`config.mk`:
```
export PLATFORM = sky130hd
export DESIGN_NAME = dma3d_addr_seq
export DESIGN_NICKNAME = d
export VERILOG_FILES = /design/src/rtl/dma3d_pkg.sv /design/src/rtl/dma3d_rst_sync.sv /design/src/rtl/dma3d_ctx.sv /design/src/rtl/dma3d_beat.sv /design/src/rtl/dma3d_addr_seq.sv
export SDC_FILE = /design/constraint.sdc
export NUM_CORES = 1
export LEC_CHECK = 0
export BUFFER_PORTS_ARGS = -buffer_cell sky130_fd_sc_hd__buf_2
export CAP_MARGIN = 5
export CORE_ASPECT_RATIO = 0.7
export CORE_UTILIZATION = 45
export CTS_CLUSTER_DIAMETER = 200
export DETAILED_ROUTE_END_ITERATION = 10
export PLACE_DENSITY = 0.75
export SLEW_MARGIN = 20
export SYNTH_ARGS = -nofsm -noshare
export SYNTH_HDL_FRONTEND = slang
export SYNTH_SLANG_ARGS = --single-unit
```
`constraint.sdc`:
```
create_clock -name clk -period 11.8 [get_ports clk]
set_clock_uncertainty 0.1 [all_clocks]
set_input_delay 1.18 -clock clk [delete_from_list [all_inputs] [get_ports clk]]
set_output_delay 1.18 -clock clk [all_outputs]
set_load 0.03 [all_outputs]
```
`src/rtl/dma3d_pkg.sv`:
```
package dma3d_pkg;

  typedef enum logic {
    SYNC_ROW   = 1'b0,
    SYNC_FRAME = 1'b1
  } sync_mode_e;

  localparam int NUM_STEPS = 4;
  localparam int STEP_SRC_ROW = 0;
  localparam int STEP_SRC_FRM = 1;
  localparam int STEP_DST_ROW = 2;
  localparam int STEP_DST_FRM = 3;

endpackage

```
`src/rtl/dma3d_rst_sync.sv`:
```
module dma3d_rst_sync #(
  parameter int STAGES = 2
) (
  input  logic clk,
  input  logic rst_n,
  output logic rst_sync_n
);

  logic [STAGES-1:0] sh_q;

  always_ff @(posedge clk or negedge rst_n) begin
    if (!rst_n) sh_q <= '0;
    else        sh_q <= {sh_q[STAGES-2:0], 1'b1};
  end

  assign rst_sync_n = sh_q[STAGES-1];

endmodule

```
`src/rtl/dma3d_ctx.sv`:
```
module dma3d_ctx
  import dma3d_pkg::*;
#(
  parameter int ADDR_W = 32,
  parameter int CNT_W  = 16,
  parameter int IDX_W  = 16
) (
  input  logic              clk,
  input  logic              rst_n,
  input  logic              load_en,
  input  logic              adv_en,
  input  logic [ADDR_W-1:0] cfg_src,
  input  logic [ADDR_W-1:0] cfg_dst,
  input  logic [CNT_W-1:0]  cfg_acnt,
  input  logic [CNT_W-1:0]  cfg_bcnt,
  input  logic [CNT_W-1:0]  cfg_ccnt,
  input  logic [CNT_W-1:0]  cfg_brld,
  input  logic [IDX_W-1:0]  cfg_step [NUM_STEPS],
  input  sync_mode_e        cfg_mode,
  output logic [ADDR_W-1:0] base_src,
  output logic [ADDR_W-1:0] base_dst,
  output logic [CNT_W-1:0]  acnt,
  output logic [CNT_W-1:0]  bcnt,
  output logic [CNT_W-1:0]  ccnt,
  output logic [ADDR_W-1:0] row_step_src,
  output logic [ADDR_W-1:0] row_step_dst,
  output sync_mode_e        mode,
  output logic              frame_end,
  output logic              last_frame,
  output logic              null_xfer
);

  localparam int EXT_W = (ADDR_W > IDX_W) ? (ADDR_W - IDX_W) : 1;
  localparam logic [CNT_W-1:0] ONE = CNT_W'(1);

  logic [ADDR_W-1:0] src_q, src_d, dst_q, dst_d;
  logic [CNT_W-1:0]  a_q, a_d, b_q, b_d, c_q, c_d, rld_q, rld_d;
  logic [IDX_W-1:0]  step_q [NUM_STEPS];
  logic [IDX_W-1:0]  step_d [NUM_STEPS];
  logic [ADDR_W-1:0] step_ext [NUM_STEPS];
  sync_mode_e        mode_q, mode_d;
  logic              upd_en;

  // sign-extend each step to address width
  for (genvar g = 0; g < NUM_STEPS; g++) begin : g_ext
    if (ADDR_W > IDX_W) begin : g_wide
      assign step_ext[g] = {{EXT_W{step_q[g][IDX_W-1]}}, step_q[g]};
    end else begin : g_narrow
      assign step_ext[g] = step_q[g][ADDR_W-1:0];
    end
  end

  assign frame_end  = (mode_q == SYNC_FRAME) || (b_q == ONE);
  assign last_frame = frame_end && (c_q == ONE);
  assign null_xfer  = (a_q == '0) || (b_q == '0) || (c_q == '0);
  assign upd_en     = load_en || adv_en;

  always_comb begin
    src_d  = src_q;
    dst_d  = dst_q;
    a_d    = a_q;
    b_d    = b_q;
    c_d    = c_q;
    rld_d  = rld_q;
    mode_d = mode_q;
    for (int i = 0; i < NUM_STEPS; i++) step_d[i] = step_q[i];
    if (load_en) begin
      src_d  = cfg_src;
      dst_d  = cfg_dst;
      a_d    = cfg_acnt;
      b_d    = cfg_bcnt;
      c_d    = cfg_ccnt;
      rld_d  = cfg_brld;
      mode_d = cfg_mode;
      for (int i = 0; i < NUM_STEPS; i++) step_d[i] = cfg_step[i];
    end else if (adv_en) begin
      if (frame_end) begin
        src_d = src_q + step_ext[STEP_SRC_FRM];
        dst_d = dst_q + step_ext[STEP_DST_FRM];
        c_d   = c_q - ONE;
        if (mode_q == SYNC_ROW) b_d = rld_q;
      end else begin
        src_d = src_q + step_ext[STEP_SRC_ROW];
        dst_d = dst_q + step_ext[STEP_DST_ROW];
        b_d   = b_q - ONE;
      end
    end
  end

  always_ff @(posedge clk or negedge rst_n) begin
    if (!rst_n) begin
      src_q  <= '0;
      dst_q  <= '0;
      a_q    <= '0;
      b_q    <= '0;
      c_q    <= '0;
      rld_q  <= '0;
      mode_q <= SYNC_ROW;
      for (int i = 0; i < NUM_STEPS; i++) step_q[i] <= '0;
    end else if (upd_en) begin
      src_q  <= src_d;
      dst_q  <= dst_d;
      a_q    <= a_d;
      b_q    <= b_d;
      c_q    <= c_d;
      rld_q  <= rld_d;
      mode_q <= mode_d;
      for (int i = 0; i < NUM_STEPS; i++) step_q[i] <= step_d[i];
    end
  end

  assign base_src     = src_q;
  assign base_dst     = dst_q;
  assign acnt         = a_q;
  assign bcnt         = b_q;
  assign ccnt         = c_q;
  assign row_step_src = step_ext[STEP_SRC_ROW];
  assign row_step_dst = step_ext[STEP_DST_ROW];
  assign mode         = mode_q;

endmodule

```
`src/rtl/dma3d_beat.sv`:
```
module dma3d_beat #(
  parameter int ADDR_W = 32,
  parameter int CNT_W  = 16
) (
  input  logic              clk,
  input  logic              rst_n,
  input  logic              start,
  input  logic [ADDR_W-1:0] src0,
  input  logic [ADDR_W-1:0] dst0,
  input  logic [CNT_W-1:0]  acnt,
  input  logic [CNT_W-1:0]  nrows,
  input  logic [ADDR_W-1:0] step_src,
  input  logic [ADDR_W-1:0] step_dst,
  input  logic              ready,
  output logic              valid,
  output logic [ADDR_W-1:0] rd_addr,
  output logic [ADDR_W-1:0] wr_addr,
  output logic              last_acc
);

  localparam logic [CNT_W-1:0] ONE = CNT_W'(1);

  logic              valid_q, valid_d;
  logic [ADDR_W-1:0] rs_q, rs_d, ws_q, ws_d;
  logic [CNT_W-1:0]  off_q, off_d, left_q, left_d;
  logic              acc, row_end, burst_end, upd_en;

  assign acc       = valid_q && ready;
  assign row_end   = (off_q == (acnt - ONE));
  assign burst_end = row_end && (left_q == ONE);
  assign last_acc  = acc && burst_end;
  assign upd_en    = start || acc;

  always_comb begin
    valid_d = valid_q;
    rs_d    = rs_q;
    ws_d    = ws_q;
    off_d   = off_q;
    left_d  = left_q;
    if (start) begin
      valid_d = 1'b1;
      rs_d    = src0;
      ws_d    = dst0;
      off_d   = '0;
      left_d  = nrows;
    end else if (acc) begin
      if (row_end) begin
        off_d = '0;
        if (left_q == ONE) begin
          valid_d = 1'b0;
        end else begin
          left_d = left_q - ONE;
          rs_d   = rs_q + step_src;
          ws_d   = ws_q + step_dst;
        end
      end else begin
        off_d = off_q + ONE;
      end
    end
  end

  always_ff @(posedge clk or negedge rst_n) begin
    if (!rst_n) begin
      valid_q <= 1'b0;
      rs_q    <= '0;
      ws_q    <= '0;
      off_q   <= '0;
      left_q  <= '0;
    end else if (upd_en) begin
      valid_q <= valid_d;
      rs_q    <= rs_d;
      ws_q    <= ws_d;
      off_q   <= off_d;
      left_q  <= left_d;
    end
  end

  assign valid   = valid_q;
  assign rd_addr = rs_q + ADDR_W'(off_q);
  assign wr_addr = ws_q + ADDR_W'(off_q);

endmodule

```
`src/rtl/dma3d_addr_seq.sv`:
```
module dma3d_addr_seq
  import dma3d_pkg::*;
#(
  parameter int ADDR_W = 32,
  parameter int CNT_W  = 16,
  parameter int IDX_W  = 16
) (
  input  logic              clk,
  input  logic              rst_n,
  input  logic              cfg_load,
  input  logic [ADDR_W-1:0] cfg_src_base,
  input  logic [ADDR_W-1:0] cfg_dst_base,
  input  logic [CNT_W-1:0]  cfg_acnt,
  input  logic [CNT_W-1:0]  cfg_bcnt,
  input  logic [CNT_W-1:0]  cfg_ccnt,
  input  logic [CNT_W-1:0]  cfg_bcnt_rld,
  input  logic [IDX_W-1:0]  cfg_src_bstep,
  input  logic [IDX_W-1:0]  cfg_src_cstep,
  input  logic [IDX_W-1:0]  cfg_dst_bstep,
  input  logic [IDX_W-1:0]  cfg_dst_cstep,
  input  logic              cfg_frame_sync,
  input  logic              sync_evt,
  input  logic              err_clr,
  output logic              addr_valid,
  input  logic              addr_ready,
  output logic [ADDR_W-1:0] rd_addr,
  output logic [ADDR_W-1:0] wr_addr,
  output logic              busy,
  output logic              int_done,
  output logic              fin_done,
  output logic              miss_err,
  output logic [CNT_W-1:0]  cur_ccnt,
  output logic [CNT_W-1:0]  cur_bcnt
);

  localparam logic [CNT_W-1:0] ONE = CNT_W'(1);

  logic              rst_i;
  logic              burst_on, evt_take, start, load_en, last_acc;
  logic [ADDR_W-1:0] base_src, base_dst, row_step_src, row_step_dst;
  logic [CNT_W-1:0]  acnt, bcnt, ccnt, nrows;
  sync_mode_e        mode;
  logic              frame_end, last_frame, null_xfer;
  logic [IDX_W-1:0]  steps [NUM_STEPS];
  logic              int_q, int_d, fin_q, fin_d, miss_q, miss_d;

  assign steps[STEP_SRC_ROW] = cfg_src_bstep;
  assign steps[STEP_SRC_FRM] = cfg_src_cstep;
  assign steps[STEP_DST_ROW] = cfg_dst_bstep;
  assign steps[STEP_DST_FRM] = cfg_dst_cstep;

  dma3d_rst_sync #(.STAGES(2)) u_rst (
    .clk        (clk),
    .rst_n      (rst_n),
    .rst_sync_n (rst_i)
  );

  assign evt_take = sync_evt && !burst_on;
  assign start    = evt_take && !null_xfer;
  assign load_en  = cfg_load && !burst_on && !sync_evt;
  assign nrows    = (mode == SYNC_FRAME) ? bcnt : ONE;

  dma3d_ctx #(.ADDR_W(ADDR_W), .CNT_W(CNT_W), .IDX_W(IDX_W)) u_ctx (
    .clk          (clk),
    .rst_n        (rst_i),
    .load_en      (load_en),
    .adv_en       (last_acc),
    .cfg_src      (cfg_src_base),
    .cfg_dst      (cfg_dst_base),
    .cfg_acnt     (cfg_acnt),
    .cfg_bcnt     (cfg_bcnt),
    .cfg_ccnt     (cfg_ccnt),
    .cfg_brld     (cfg_bcnt_rld),
    .cfg_step     (steps),
    .cfg_mode     (sync_mode_e'(cfg_frame_sync)),
    .base_src     (base_src),
    .base_dst     (base_dst),
    .acnt         (acnt),
    .bcnt         (bcnt),
    .ccnt         (ccnt),
    .row_step_src (row_step_src),
    .row_step_dst (row_step_dst),
    .mode         (mode),
    .frame_end    (frame_end),
    .last_frame   (last_frame),
    .null_xfer    (null_xfer)
  );

  dma3d_beat #(.ADDR_W(ADDR_W), .CNT_W(CNT_W)) u_beat (
    .clk      (clk),
    .rst_n    (rst_i),
    .start    (start),
    .src0     (base_src),
    .dst0     (base_dst),
    .acnt     (acnt),
    .nrows    (nrows),
    .step_src (row_step_src),
    .step_dst (row_step_dst),
    .ready    (addr_ready),
    .valid    (burst_on),
    .rd_addr  (rd_addr),
    .wr_addr  (wr_addr),
    .last_acc (last_acc)
  );

  always_comb begin
    int_d = last_acc && !last_frame;
    fin_d = (last_acc && last_frame) || (evt_take && null_xfer);
    if (sync_evt && burst_on) miss_d = 1'b1;
    else if (err_clr)         miss_d = 1'b0;
    else                      miss_d = miss_q;
  end

  always_ff @(posedge clk or negedge rst_i) begin
    if (!rst_i) begin
      int_q  <= 1'b0;
      fin_q  <= 1'b0;
      miss_q <= 1'b0;
    end else begin
      int_q  <= int_d;
      fin_q  <= fin_d;
      miss_q <= miss_d;
    end
  end

  assign addr_valid = burst_on;
  assign busy       = burst_on;
  assign int_done   = int_q;
  assign fin_done   = fin_q;
  assign miss_err   = miss_q;
  assign cur_ccnt   = ccnt;
  assign cur_bcnt   = bcnt;

  logic unused_ok;
  assign unused_ok = frame_end;

endmodule

```
### Yosys cells after proc, flatten, opt, wreduce, memory -nomap -nowiden

Index checks and enable logic that the tools add are counted.

| storage, ports and cells | value |
|---|---|
| flip-flop bits (word level) | 295 |
| input port bits | 199 |
| output and inout port bits | 101 |

| cells by class | value |
|---|---|
| equal/unequal tests | 6 |
| multiplexer cells | 35 |
| reductions and logical operators | 38 |
| add/subtract/negate cells | 13 |

Operators by type and width:

| cell | number |
|---|---|
| $mux 32 | 14 |
| $mux 16 | 15 |
| $add 32x32->32 | 6 |
| $add 32x16->32 | 2 |
| $sub 16x1->16 const B | 4 |
| $eq 16x1->1 const B | 3 |
| $logic_not 16->1 | 3 |
| $add 16x1->16 const B | 1 |
| $eq 16x16->1 | 1 |
| $logic_and 1x1->1 | 12 |
| $reduce_bool 2->1 | 6 |
| $reduce_and 4->1 | 2 |
| $logic_or 1x1->1 | 6 |
| $mux 1 | 6 |
| $reduce_and 2->1 | 3 |
| $reduce_and 3->1 | 2 |
| $logic_not 1->1 | 4 |
| $ne 3x2->1 const B | 1 |
| $ne 2x1->1 const B | 1 |

### Depth between registers and ports, before layout

| logic depth | value |
|---|---|
| depth in word-level cells | 7 |
| gate-level depth with buffers | 22 |
| gate-level depth less buffers | 19 |

### By module

Synthesis repeated with hierarchy kept, for this count alone.

| unflattened totals | value |
|---|---|
| cell total of the unflattened synthesis | 2,640 |
| area total of the unflattened synthesis | 22,993.3 sq um |

Modules (own cells, without submodules):

| module | cells an instance | seq. area each (sq um) | area each (sq um) | instances |
|---|---|---|---|---|
| dma3d_ctx | 1,349 | 4,829.6 | 12,619.6 | 1 |
| dma3d_beat | 1,259 | 2,427.3 | 10,064.7 | 1 |
| dma3d_addr_seq | 29 | 75.1 | 255.2 | 1 |
| dma3d_rst_sync | 3 | 50.0 | 53.8 | 1 |

### Worst setup path before layout

OpenSTA, ideal clock, no wires.

| path | value |
|---|---|
| path type | flip-flop to flip-flop |
| start | reg u_ctx.b_q[8], in the netlist u_ctx.bcnt[8] |
| end | reg u_ctx.dst_q[31], in the netlist u_ctx.base_dst[31] |
| cell stages (with the launch flop) | 20 |
| arrival | 5.140 ns |
| path buffers | 3 |
| setup time | 0.136 ns |
| slack | 6.424 ns |
| cells stage by stage | dfrtp_1 > clkbuf_1 > or4_1 > nor2b_1 > a41o_1 > buf_1 > clkbuf_1 > mux2_2 > ha_1 > a2111oi_0 > o21a_1 > o21ai_0 > o21a_1 > a211o_1 > or3_1 > a221oi_1 > xor2_1 > nor2_1 > xnor2_1 > o21ai_0 |

| between the ends | value |
|---|---|
| cells in the longest elaborated chain, start to end | 5 |

Ends and longest elaborated chain:

| what | line | RTL |
|---|---|---|
| start: declaration | dma3d_ctx.sv:37 | `logic [CNT_W-1:0] a_q, a_d, b_q, b_d, c_q, c_d, rld_q, rld_d;` |
| start signal: assignment | dma3d_ctx.sv:95 | `b_q <= '0;` |
| start signal: assignment | dma3d_ctx.sv:104 | `b_q <= b_d;` |
| $eq 16x1->1 | dma3d_ctx.sv:53 | `assign frame_end = (mode_q == SYNC_FRAME) \|\| (b_q == ONE);` |
| $logic_or 1x1->1 | dma3d_ctx.sv:53 |  |
| $mux 32 | dma3d_ctx.sv:77 | `if (frame_end) begin` |
| $mux 32 | dma3d_ctx.sv:76 | `end else if (adv_en) begin` |
| $mux 32 | dma3d_ctx.sv:67 | `if (load_en) begin` |
| end signal: assignment | dma3d_ctx.sv:102 | `dst_q <= dst_d;` |
| end: declaration | dma3d_ctx.sv:36 | `logic [ADDR_W-1:0] src_q, src_d, dst_q, dst_d;` |

Every way passes these cells. The select of a mux whose other input is x is not followed.
A chain may end at the register's enable or synchronous reset.

### Worst setup path after layout

| path | value |
|---|---|
| start | reg u_beat.off_q[0] |
| end | out wr_addr[20] |

| between the ends | value |
|---|---|
| cells in the longest elaborated chain, start to end | 1 |

Ends and longest elaborated chain:

| what | line | RTL |
|---|---|---|
| start: declaration | dma3d_beat.sv:25 | `logic [CNT_W-1:0] off_q, off_d, left_q, left_d;` |
| start signal: assignment | dma3d_beat.sv:67 | `off_q <= '0;` |
| start signal: assignment | dma3d_beat.sv:73 | `off_q <= off_d;` |
| $add 32x16->32 | dma3d_beat.sv:80 | `assign wr_addr = ws_q + ADDR_W'(off_q);` |
| end: declaration | dma3d_addr_seq.sv:27 | `output logic [ADDR_W-1:0] wr_addr,` |

Every way passes these cells.

==> metrics <==
largest net degree at the start of global routing 178; # setup viols final 0; post-synth top area share 33.9%; port buffer count 299; end of the worst hold path u_rst.sh_q[1]; reported net switching power 3.12 mW; DR DRC count 0; CP required 10.52 ns; top post-synthesis cells by area dfrtp_1 34%, ha_1 9.5%, nand2_1 8.3%; area of the mapped netlist 21800 sq um; Die Wd 265 microns; GP Congestion 0.922; DRT Pass-1 Iters 8; Hold WS 0.255 ns; CP Capture Type output pin; Register-to-Register Path Depth 18; Clock power frac 17.1%; Post-synth EDFFs 0; htree depth 2; core area 47800 sq um; post-synth net total 2979; CTS tree yes; Final Hold Viols 0; mean post-synth cell area 8.35 sq um; initial antenna violation count 12; RSZ-0062 raised after global routing no; max_cap viols 0; total power 6.62 mW; area delta synth->final 14.5%; Cell Rows 67; hpwl dp 50900 microns; share of cells above drive strength 1 15.1%; Top delay family on crit path compound AO/OA/AOI/OAI gates; clock sinks 295; Max Buffers Root-to-Sink 3; Wirelength per Cell 19.7 microns; Yosys top cell by area dfrtp_1; Static Leak 11.8 nW; hold depth 0; WL final 68900 microns; initial DRC count 1552; top-count cell post-synth nand2_1; run status complete, no violations; sequential share of power 28.0%; hold buffer count at CTS 0; critical setup path kind flop to output pin; nets@finish 3218; via count 20.3k; Setup TNS 0 ns; clk root buf clkbuf_16; Peak VDD IR 0.000122 V; Period minus WS final 6.12 ns; Primary FF master, synth dfrtp_1; r2r startpoint u_ctx.bcnt[9]; hold path start u_rst.sh_q[0]; number of synthesized register bits 295; Cell Pwr Density 265 nW/um^2; first-pass GRT wire length 106000 microns; Post-DP Area 23700 sq um; Vias/cell 5.80; ys async rst share 100%; synth cell count leaders 483 x nand2_1, 295 x dfrtp_1, 214 x nor2_1; ANT nets after route 0; vias in the first global route 19.5k; HP Class flop to flop; worst skew pair latency 0.56 ns; Place WS 5.99 ns; sw frac 47.1%; clock slew at reported path FFs 0.06 ns; crit path max fanout 7; Design Area, Final 24900 sq um; register area share after synthesis 33.9%; Setup Fix Bufs, Post-CTS 0; f_max 163 MHz; R2R Setup Slk 5.84 ns; synth warn 0; post-CTS sizing 0; Chip Height 186 microns; total gr overflow 0; R2R Path End u_ctx.base_src[28]; most frequent CP cell o21ai_0; Comb pwr share 54.9%; max-slew violation count 0; worst slew pin tran 1.06 ns; Worst Path Buf+Inv 2; Post-Synthesis Cells 2609; period utilization 51.9%; CP Data Arrival Time 4.84 ns; CP peak stage delay 0.84 ns; post-synth cell types 83; Die Footprint 49300 sq um; Tot GR Track Use 27.3%; Final Worst Setup Slack 5.68 ns; Filler cells 4422; crit-path cells ha_1 > inv_1 > fa_1 > nor2b_1 > o21ai_0 > a21boi_0 > o21ai_0 > a21o_1 > a21oi_1 > o31ai_1 > o21ai_0 > a21oi_1 > nor2b_1 > nand4_1 > xnor2_1 > buf_2; Inserted Clock Buffers 35; Ports 300; Critical Path Start Type flop; Max-slew headroom 29.5%; initial core utilization 45.6%; Crit-path slowest cell a21oi_1; cell-internal power 3.50 mW
-- cells by family (layout without fill, tap and decap cells) --
logic type,count (synthesis),in the layout,share of synthesized area (%)
and+or+nand+nor,990,990,20.5
AOI/OAI and AO/OA,652,652,18.4
DFF,295,295,33.9
xor gates and xnor gates,231,231,9.29
adders and majority gates,171,171,10.0
buffers and inverters,170,433,3.14
muxes,99,99,4.74
other,1,9,0.0172
-- state kept, by name, indices dropped and copies added, names as in the netlist, 2 cells and up --
signal and flops:
u_beat.rs_q 32, u_beat.ws_q 32, u_ctx.base_dst 32, u_ctx.base_src 32
u_ctx.step_ext 32, u_beat.left_q 16, u_beat.off_q 16, u_ctx.acnt 16
u_ctx.bcnt 16, u_ctx.ccnt 16, u_ctx.rld_q 16, u_ctx.row_step_dst 16
u_ctx.row_step_src 16, u_rst.sh_q 2
-- final cells by class --
type | instances | area (sq um) | share of cell area, %
Timing Repair Buffer | 311 | 1610 | 6.44
Clock buffer | 47 | 1000 | 4.02
Sequential cell | 295 | 7390 | 29.6
Multi-Input combinational cell | 2144 | 13800 | 55.2
Tap cell | 621 | 777 | 3.11
Antenna cell | 8 | 20.0 | 0.0803
Clock inverter | 14 | 166 | 0.667
Inverter | 61 | 229 | 0.918
-- per-stage QoR --
step	std cells	util, %
after floorplan	2609	-
after global placement	3431	49.7
after detailed placement	3431	49.7
after CTS	3492	52.1
after global routing	3501	52.2
final	3501	52.2
-- power groups by stage --
stage	clock network (mW)	logic (mW)	registers (mW)
2_1_floorplan	0	2.69	1.76
3_3_place_gp	0	3.45	1.82
3_5_place_dp	0	3.56	1.84
4_1_cts	1.15	3.59	1.83
5_1_grt	1.19	4.01	1.89
6_report	1.13	3.63	1.85
-- worst max path at each step --
stage | cells after the start | endpoint | slack [ns] | start
2_1_floorplan | 0 | fin_done | 2.87 | u_rst.sh_q[1]
3_3_place_gp | 18 | u_ctx.base_src[28] | 6.12 | u_ctx.bcnt[9]
3_5_place_dp | 18 | u_ctx.base_src[28] | 5.99 | u_ctx.bcnt[9]
4_1_cts | 16 | wr_addr[20] | 5.77 | u_beat.off_q[0]
5_1_grt | 16 | wr_addr[18] | 5.29 | u_beat.off_q[0]
6_report | 16 | wr_addr[20] | 5.68 | u_beat.off_q[0]
-- per-layer routing --
metal / wire length [microns] / up-vias / share of wire, % / global-route usage (%)
met2: 30600 / 721 / 44 / 43.0
met5: 26 / - / 0.038 / 0
met3: 5190 / 168 / 7.5 / 5.58
met1: 29900 / 9784 / 43 / 36.2
li1: - / 9645 / - / -
met4: 3160 / 4 / 4.6 / 12.7
-- placed cells by master (no fill, tap or decap), types with 23 or more instances in the layout --
cell	instances
nor2b_1	31
a21o_1	73
inv_1	61
a31oi_1	23
nand3_1	59
buf_2	299
nor2_1	213
mux2i_1	66
o21a_1	24
nand2b_1	36
nand2_1	481
dfrtp_1	294
ha_1	165
a21oi_1	167
a211oi_1	48
xnor2_1	156
nor3_1	32
xor2_1	75
o21ai_0	189
clkbuf_16	36
and3_1	29
mux2_2	33
Power figures use the tool's default switching activity.
